[config.mk]
export PLATFORM = sky130hd
export DESIGN_NAME = hsem_bank
export DESIGN_NICKNAME = d
export VERILOG_FILES = /design/src/rtl/hsem_pkg.sv /design/src/rtl/hsem_stage.sv /design/src/rtl/hsem_rdport.sv /design/src/rtl/hsem_bank.sv
export SDC_FILE = /design/constraint.sdc
export NUM_CORES = 1
export LEC_CHECK = 0
export ABC_AREA = 1
export BUFFER_PORTS_ARGS = -buffer_cell sky130_fd_sc_hd__buf_2
export CELL_PAD_IN_SITES_DETAIL_PLACEMENT = 0
export CELL_PAD_IN_SITES_GLOBAL_PLACEMENT = 2
export CORE_UTILIZATION = 30
export DETAILED_ROUTE_END_ITERATION = 8
export PLACE_DENSITY = 0.8
export SYNTH_ARGS = -nofsm -noshare
export SYNTH_HDL_FRONTEND = slang
export SYNTH_SLANG_ARGS = --single-unit
[constraint.sdc]
create_clock -name clk -period 8.6 [get_ports clk]
set_input_delay 0.43 -clock clk [delete_from_list [all_inputs] [get_ports clk]]
set_output_delay 0.43 -clock clk [all_outputs]
set_load 0.03 [all_outputs]
[src/rtl/hsem_pkg.sv]
`timescale 1ns/1ps
package hsem_pkg;

  localparam int unsigned GATE_W = 8;
  localparam int unsigned KEY_W  = 8;

  typedef enum logic [1:0] {
    RS_IDLE  = 2'd0,
    RS_ARMED = 2'd1,
    RS_DONE  = 2'd2
  } rst_state_e;

  // Owner code of a requester port: index plus one, zero is reserved for free
  function automatic logic [GATE_W-1:0] owner_code(int unsigned idx);
    return GATE_W'(idx + 1);
  endfunction

  function automatic logic claim_ok(logic [GATE_W-1:0] wbyte,
                                    logic [GATE_W-1:0] cur,
                                    logic [GATE_W-1:0] code);
    return (wbyte == code) && (cur == '0);
  endfunction

  function automatic logic release_ok(logic [GATE_W-1:0] wbyte,
                                      logic [GATE_W-1:0] cur,
                                      logic [GATE_W-1:0] code);
    return (wbyte == '0) && (cur == code) && (code != '0);
  endfunction

  // Whether a keyed clear with the given target hits gate g
  function automatic logic clear_hits(int unsigned target,
                                      int unsigned g,
                                      int unsigned all_sel);
    return (target >= all_sel) || (target == g);
  endfunction

  function automatic logic [15:0] status_word(logic [1:0] st,
                                              logic [7:0] own);
    return {own, 6'b0, st};
  endfunction

endpackage

[src/rtl/hsem_stage.sv]
`timescale 1ns/1ps
module hsem_stage
  import hsem_pkg::*;
#(
  parameter int unsigned IDX       = 0,
  parameter int unsigned NUM_GATES = 16,
  parameter int unsigned ADDR_W    = 5,
  parameter int unsigned DATA_W    = 16,
  parameter int unsigned REQ_W     = 2,
  parameter int unsigned SEL_W     = 7,
  parameter int unsigned ALL_SEL   = 64,
  parameter logic [KEY_W-1:0] KEY_ARM  = 8'hE2,
  parameter logic [KEY_W-1:0] KEY_FIRE = 8'h1D
) (
  input  logic                                req_en,
  input  logic                                req_we,
  input  logic [ADDR_W-1:0]                   req_addr,
  input  logic [DATA_W-1:0]                   req_wdata,
  input  logic [NUM_GATES-1:0][GATE_W-1:0]    gates_in,
  input  rst_state_e                          st_in,
  input  logic [REQ_W-1:0]                    own_in,
  output logic [NUM_GATES-1:0][GATE_W-1:0]    gates_out,
  output rst_state_e                          st_out,
  output logic [REQ_W-1:0]                    own_out,
  output logic                                lock_ev,
  output logic                                rel_ev,
  output logic                                clr_ev,
  output logic                                abort_ev
);

  localparam int unsigned GIDX_W = (NUM_GATES > 1) ? $clog2(NUM_GATES) : 1;
  localparam logic [GATE_W-1:0] MY_CODE = owner_code(IDX);

  logic              hit_gate;
  logic              hit_ctl;
  logic [GIDX_W-1:0] gidx;
  logic [GATE_W-1:0] cur;
  logic [GATE_W-1:0] wbyte;
  logic [KEY_W-1:0]  key;
  logic [SEL_W-1:0]  target;
  logic              arm_hit;

  assign hit_gate = req_en & req_we & (req_addr <  ADDR_W'(NUM_GATES));
  assign hit_ctl  = req_en & req_we & (req_addr == ADDR_W'(NUM_GATES));
  assign gidx     = req_addr[GIDX_W-1:0];
  assign cur      = gates_in[gidx];
  assign wbyte    = req_wdata[GATE_W-1:0];
  assign key      = req_wdata[DATA_W-1 -: KEY_W];
  assign target   = req_wdata[SEL_W-1:0];

  assign lock_ev  = hit_gate & claim_ok(wbyte, cur, MY_CODE);
  assign rel_ev   = hit_gate & release_ok(wbyte, cur, MY_CODE);
  assign clr_ev   = hit_ctl & (st_in == RS_ARMED) & (key == KEY_FIRE)
                  & (own_in == REQ_W'(IDX));
  assign abort_ev = hit_ctl & (st_in == RS_ARMED) & ~clr_ev;
  assign arm_hit  = hit_ctl & (st_in == RS_IDLE) & (key == KEY_ARM);

  always_comb begin
    gates_out = gates_in;
    if (lock_ev) gates_out[gidx] = MY_CODE;
    if (rel_ev)  gates_out[gidx] = '0;
    if (clr_ev) begin
      for (int unsigned g = 0; g < NUM_GATES; g++) begin
        if (clear_hits(32'(target), g, ALL_SEL)) gates_out[g] = '0;
      end
    end
  end

  always_comb begin
    st_out  = st_in;
    own_out = own_in;
    if (clr_ev)        st_out = RS_DONE;
    else if (abort_ev) st_out = RS_IDLE;
    else if (arm_hit) begin
      st_out  = RS_ARMED;
      own_out = REQ_W'(IDX);
    end
  end

endmodule

[src/rtl/hsem_rdport.sv]
`timescale 1ns/1ps
module hsem_rdport
  import hsem_pkg::*;
#(
  parameter int unsigned NUM_GATES = 16,
  parameter int unsigned ADDR_W    = 5,
  parameter int unsigned DATA_W    = 16,
  parameter int unsigned REQ_W     = 2
) (
  input  logic                             rd_en,
  input  logic [ADDR_W-1:0]                rd_addr,
  input  logic [NUM_GATES-1:0][GATE_W-1:0] gates,
  input  rst_state_e                       st,
  input  logic [REQ_W-1:0]                 own,
  output logic [DATA_W-1:0]                rd_data
);

  localparam int unsigned GIDX_W = (NUM_GATES > 1) ? $clog2(NUM_GATES) : 1;

  always_comb begin
    rd_data = '0;
    if (rd_en) begin
      if (rd_addr < ADDR_W'(NUM_GATES))
        rd_data = DATA_W'(gates[rd_addr[GIDX_W-1:0]]);
      else if (rd_addr == ADDR_W'(NUM_GATES))
        rd_data = DATA_W'(status_word(st, 8'(own)));
    end
  end

endmodule

[src/rtl/hsem_bank.sv]
`timescale 1ns/1ps
module hsem_bank
  import hsem_pkg::*;
#(
  parameter int unsigned NUM_REQ   = 4,
  parameter int unsigned NUM_GATES = 16,
  parameter int unsigned DATA_W    = 16,
  parameter int unsigned SEL_W     = 7,
  parameter int unsigned ALL_SEL   = 64,
  parameter logic [KEY_W-1:0] KEY_ARM  = 8'hE2,
  parameter logic [KEY_W-1:0] KEY_FIRE = 8'h1D,
  localparam int unsigned ADDR_W = $clog2(NUM_GATES + 1),
  localparam int unsigned REQ_W  = (NUM_REQ > 1) ? $clog2(NUM_REQ) : 1
) (
  input  logic                             clk,
  input  logic                             rst_n,
  input  logic [NUM_REQ-1:0]               bus_en,
  input  logic [NUM_REQ-1:0]               bus_we,
  input  logic [NUM_REQ-1:0][ADDR_W-1:0]   bus_addr,
  input  logic [NUM_REQ-1:0][DATA_W-1:0]   bus_wdata,
  output logic [NUM_REQ-1:0][DATA_W-1:0]   bus_rdata
);

  // Registered state
  logic [NUM_GATES-1:0][GATE_W-1:0] gates_q;
  rst_state_e                       st_q;
  logic [REQ_W-1:0]                 own_q;

  // Per-port chain: element i is the state seen by port i
  logic [NUM_REQ:0][NUM_GATES-1:0][GATE_W-1:0] g_chain;
  rst_state_e                                  st_chain [NUM_REQ+1];
  logic [NUM_REQ:0][REQ_W-1:0]                 own_chain;

  // Named internal events for the checker
  logic [NUM_REQ-1:0] lock_ev;
  logic [NUM_REQ-1:0] rel_ev;
  logic [NUM_REQ-1:0] clr_ev;
  logic [NUM_REQ-1:0] abort_ev;

  assign g_chain[0]   = gates_q;
  assign st_chain[0]  = (st_q == RS_DONE) ? RS_IDLE : st_q;
  assign own_chain[0] = own_q;

  for (genvar p = 0; p < NUM_REQ; p++) begin : g_port
    hsem_stage #(
      .IDX(p), .NUM_GATES(NUM_GATES), .ADDR_W(ADDR_W), .DATA_W(DATA_W),
      .REQ_W(REQ_W), .SEL_W(SEL_W), .ALL_SEL(ALL_SEL),
      .KEY_ARM(KEY_ARM), .KEY_FIRE(KEY_FIRE)
    ) u_stage (
      .req_en    (bus_en[p]),
      .req_we    (bus_we[p]),
      .req_addr  (bus_addr[p]),
      .req_wdata (bus_wdata[p]),
      .gates_in  (g_chain[p]),
      .st_in     (st_chain[p]),
      .own_in    (own_chain[p]),
      .gates_out (g_chain[p+1]),
      .st_out    (st_chain[p+1]),
      .own_out   (own_chain[p+1]),
      .lock_ev   (lock_ev[p]),
      .rel_ev    (rel_ev[p]),
      .clr_ev    (clr_ev[p]),
      .abort_ev  (abort_ev[p])
    );

    hsem_rdport #(
      .NUM_GATES(NUM_GATES), .ADDR_W(ADDR_W), .DATA_W(DATA_W), .REQ_W(REQ_W)
    ) u_rd (
      .rd_en   (bus_en[p]),
      .rd_addr (bus_addr[p]),
      .gates   (gates_q),
      .st      (st_q),
      .own     (own_q),
      .rd_data (bus_rdata[p])
    );
  end

  always_ff @(posedge clk or negedge rst_n) begin
    if (!rst_n) begin
      gates_q <= '0;
      st_q    <= RS_IDLE;
      own_q   <= '0;
    end else begin
      gates_q <= g_chain[NUM_REQ];
      st_q    <= st_chain[NUM_REQ];
      own_q   <= own_chain[NUM_REQ];
    end
  end

endmodule

== After elaboration in Yosys (flattened, before gate mapping) ==
Cells that the tools add are included.
Storage, ports and cells
  bits in registers: 132
  latch bits: 0
  bits in writable memories: 0
  bits in read-only memories: 0
  bits of input ports: 94
  output and inout port bits: 64
  word-level logic and storage cells: 418
  memories: 0
Operators by class
  add/sub/neg operators: 0
  multipliers: 0
  div/mod/pow operators: 0
  order comparisons: 16
  eq/ne operators: 88
  shift-type cells: 0
  muxes and demuxes: 135
  bitwise gates (word level): 68
  reductions and logical operators: 93
Operator list (number)
  $mux 128: 12
  $mux 8: 75
  $and 128x128->128: 4
  $not 128->128: 4
  $and 112x112->112: 3
  $not 112->112: 3
  $bmux 8 s4: 7
  $eq 7x4->1 const B: 32
  $demux 8 s4: 4
  $mux 16: 8
  $eq 7x3->1 const B: 16
  $and 96x96->96: 1
  $not 96->96: 1
  $logic_not 8->1: 8
  $logic_or 1x1->1: 64
  $eq 7x2->1 const B: 8
  $mux 2: 25
  $or 16x16->16: 3
  $and 1x1->1: 44
  $mux 10: 4
  $eq 8x2->1 const B: 4
  $eq 8x5->1 const B: 4
  $eq 8x8->1 const B: 4
  $or 32x32->32: 1
  other kinds (14): 61

== Logic depth before layout (Yosys ltp) ==
  depth after elaboration: 41
  mapped depth: 49
  gate-level depth less buffers: 43

== Cells and area by module ==
Synthesis repeated with hierarchy kept, for this count alone.
Unflattened totals
  cell total of the unflattened synthesis: 4509
  area total of the unflattened synthesis: 21779.6 µm²
By module, submodules not included
  hsem_rdport: instances 4, cells each 412, area an instance 1776.7 µm², sequential area each 0.0 µm²
  hsem_bank: instances 1, cells each 135, area an instance 3314.4 µm², sequential area each 3303.2 µm²
  hsem_stage at g_port[2].u_stage: instances 1, cells each 708, area an instance 2932.8 µm², sequential area each 0.0 µm²
  hsem_stage at g_port[1].u_stage: instances 1, cells each 677, area an instance 2840.2 µm², sequential area each 0.0 µm²
  hsem_stage at g_port[0].u_stage: instances 1, cells each 669, area an instance 2812.7 µm², sequential area each 0.0 µm²
  hsem_stage at g_port[3].u_stage: instances 1, cells each 672, area an instance 2772.7 µm², sequential area each 0.0 µm²

== Least setup slack after synthesis ==
No wires, ideal clock.
  path kind: input -> register
  from: in bus_addr[0] (netlist name)
  to: reg gates_q, in the netlist g_chain[106]
  library setup time: 121 ps
  arrival: 4788 ps
  data required time: 8479 ps
  setup slack: 3691 ps
  cell stages on the path: 46
  buffers on the path: 7
  cell sequence: buf_6 buf_6 buf_6 nand2_1 nand2_1 nand2_1 nand2_1 nand2_1 nand2_1 nor2_1 nand3_1 nor2_4 buf_4 nand3_1 nand2_1 inv_2 nand3_1 nand2_1 [10 not listed] nand2_1 o21ai_1 nand2_1 nor2_2 nand4_4 buf_6 o21a_1 nand2_1 nand2_1 nand2_1 nand2_1 o21ai_1 nand2_1 nor2_4 buf_6 nand4_1 nand2_2 nor2_1
RTL lines
  start: declaration: line hsem_bank.sv:19  | input logic [NUM_REQ-1:0][ADDR_W-1:0] bus_addr,
  end signal: assignment: line hsem_bank.sv:84  | gates_q <= g_chain[NUM_REQ];
  end: declaration: line hsem_bank.sv:25  | logic [NUM_GATES-1:0][GATE_W-1:0] gates_q;

==> impl_metrics.json <==
{
  "r2r-start": "g_chain[69]",
  "clk_pin_slew_ns": 0.07,
  "routedWlPerCell_um": 30.8,
  "slew_viol_final": 0,
  "start_util": 0.304,
  "synth_edf_count": 0,
  "crit_path_start_kind": "primary input",
  "clkLatencyLatePin_ns": 0.45,
  "clock_path_buffers": 2,
  "antenna_left": 0,
  "fin_setup_tns_ns": 0,
  "finClkSkew_ns": 0.0119,
  "maxCapViolCount": 0,
  "grt_pass1_vias": 19800,
  "antenna_found_initial": 8,
  "rrSetupSlack_ns": 1.11,
  "numPortBuffers": 133,
  "initialDrtViolationCount": 3025,
  "routed_wirelength_um": 107000,
  "cp.arrival_ns": 8.18,
  "io_pins": 158,
  "ys_types": 50,
  "core_area_mm2": 0.0513,
  "cp_max_fo": 21,
  "rsz0062_at_grt": "false",
  "grt_pass1_wl_um": 148000,
  "yosys.area.top_type_share": 0.212,
  "yosys_warnings": 0,
  "diodes": 0,
  "synthArstFlopShare": 1.00,
  "instances_no_fill": 3482,
  "holdCritPathClass": "primary input to asynchronous set/reset pin",
  "cts_tree": "done",
  "synth_cells": 2664,
  "crit_type": "primary input to flip-flop",
  "tritoncts.num_buffers": 17,
  "gp_congestion": 1.07,
  "power.leakage_nw": 8.56,
  "grt.total_usage": 0.394,
  "crit_top_cell": "nand2_1",
  "status": "completed",
  "vias": 21500,
  "worst_pin_slew_ns": 1.23,
  "dieHeight_um": 230,
  "worst_r2r_path_depth": 41,
  "holdWs_ns": 0.0437,
  "finalPower_w": 0.00181,
  "fmax_ghz": 0.127,
  "period_share": 0.914,
  "finalCriticalPeriod_ns": 7.86,
  "row_count": 83,
  "synthFlopType": "dfrtp_1",
  "cts.sinks": 132,
  "cp_slowest_cell": "nor2_2",
  "final_nets": 2884,
  "slew_headroom": 0.179,
  "avgSynthCellArea_um2": 5.85,
  "finalHoldViolations": 0,
  "crit_path_end_kind": "flip-flop",
  "slowest_delay_ns": 0.64,
  "first_pass_iters": 7,
  "setup_violations": 0,
  "via_per_inst": 6.18,
  "drc": 0,
  "area_growth_pct": 15.5,
  "post-cts-setup-buffers": 0,
  "rr_endpoint": "g_chain[8]",
  "nFillCells": 5796,
  "yosys_register_bits": 132,
  "dieArea_mm2": 0.0528,
  "placed_cells": 3451,
  "grt_max_degree": 92,
  "required_ns": 8.92,
  "ys_seq_area_frac": 0.212,
  "power_density_mw_per_mm2": 101,
  "cts-resized-gates": 0,
  "root_buffer": "clkbuf_16",
  "postCtsHoldBufs": 0,
  "ir_drop_mv": 0.155,
  "dp_hpwl_um": 82200,
  "yosys-top-cells-area": "dfrtp_1 21%, nand2_1 16%, nor2_1 9.3%, inv_1 7.1%, o21ai_0 6.7%",
  "h-tree-depth": 4,
  "synth_area_mm2": 0.0156,
  "overflow": 0,
  "die_w_um": 230,
  "drive_above_1_share": 0.120,
  "yosysTopAreaCell": "dfrtp_1"
}
==> how the worst max path moves through the flow <==
stage               slack, ns  cells past startpoint   startpoint            to
floorplan                3.69                     46  bus_addr[0]  g_chain[106]
global placement         0.55                     42  bus_addr[1]   g_chain[10]
detailed placement       0.58                     42  bus_addr[1]   g_chain[10]
CTS                      1.02                     42  bus_addr[1]   g_chain[10]
global route             0.38                     42  bus_addr[1]   g_chain[11]
finish                   0.74                     42  bus_addr[1]    g_chain[8]
==> metrics by stage <==
| stage | cell area (um2) | utilization | worst slack (ns) |
|---|---|---|---|
| 5_1_grt | 18000 | 0.351 | 0.385 |
| 3_3_place_gp | 17400 | 0.339 | 0.548 |
| 4_1_cts | 18000 | 0.351 | 1.02 |
| 6_report | 18000 | 0.351 | 0.736 |
| 3_5_place_dp | 17400 | 0.339 | 0.584 |
| 2_1_floorplan | 15700 | - | 3.69 |
==> cell usage in the layout (no fill, tap or decap), drive strengths merged, types with 24 or more instances in the layout <==
cell,Yosys,final
buf,75,242
inv,309,311
nand4,99,99
dfrtp,132,132
o221ai,89,89
o21ai,243,243
nand3,107,107
o22ai,46,46
nand2,663,663
a221oi,28,28
nor2,397,397
conb,1,24
a22o,35,35
a22oi,88,88
a21oi,158,158
==> sequential cells by signal (all words and copies together) (netlist names) <==
| register | flops |
|---|---|
| g_chain | 128 |
| own_q | 2 |
| st_q | 2 |
==> power breakdown <==
group,switching [W],internal (W),leakage [nW]
combinational,0.000332,0.0000856,6.59
sequential,0.000000699,0.000621,1.68
clock,0.000320,0.000449,0.285
total,0.000653,0.00116,8.56
==> critical path: cells and delay by family <==
family,cells,cell delay (ns)
compound gates,5,0.90
buf+inv,7,1.92
simple gates,30,4.90
==> logic make-up (layout without fill, tap and decap cells) <==
group | after synthesis | after routing | share of synthesized area
AOI/OAI and AO/OA | 745 | 745 | 0.306
and+or+nand+nor | 1318 | 1318 | 0.357
other | 1 | 24 | 0.000241
buffers and inverters | 468 | 583 | 0.125
DFF | 132 | 132 | 0.212
==> area by class of cell <==
| class | count | area (um2) | area share |
|---|---|---|---|
| inverters | 310 | 1170 | 0.0648 |
| clock buffers | 20 | 467 | 0.0259 |
| well taps | 680 | 851 | 0.0473 |
| flip-flops and latches | 132 | 3300 | 0.184 |
| clock inverters | 11 | 124 | 0.00689 |
| multi-input cells | 2087 | 10500 | 0.583 |
| repair buffers | 242 | 1590 | 0.0884 |
==> routing by layer <==
metal | GRT usage | part of all wire | up-vias
li1 | - | - | 9393
met1 | 0.526 | 0.41 | 10200
met2 | 0.556 | 0.40 | 1587
met3 | 0.138 | 0.13 | 324
met4 | 0.199 | 0.057 | 16
met5 | 0 | 0.0011 | -
==> synth_stat cells, drive strengths merged (2+ instances only) <==
| cell | number |
|---|---|
| dfrtp | 132 |
| or2 | 8 |
| a22oi | 88 |
| a31oi | 4 |
| a21o | 3 |
| nand4 | 99 |
| clkbuf | 83 |
| o21ai | 243 |
| and3 | 2 |
| o21a | 14 |
| o41ai | 6 |
| nor3 | 15 |
| o2111ai | 4 |
| o21bai | 13 |
| o211ai | 7 |
| a41oi | 3 |
| nand3 | 107 |
| nand3b | 5 |
| a22o | 35 |
| or4 | 4 |
| a21oi | 158 |
| o221ai | 89 |
| a221oi | 28 |
| nand2 | 663 |
| o22ai | 46 |
| inv | 309 |
| buf | 75 |
| nor4 | 16 |
| nor2 | 397 |
No activity file was read; power rests on OpenSTA's default activity.
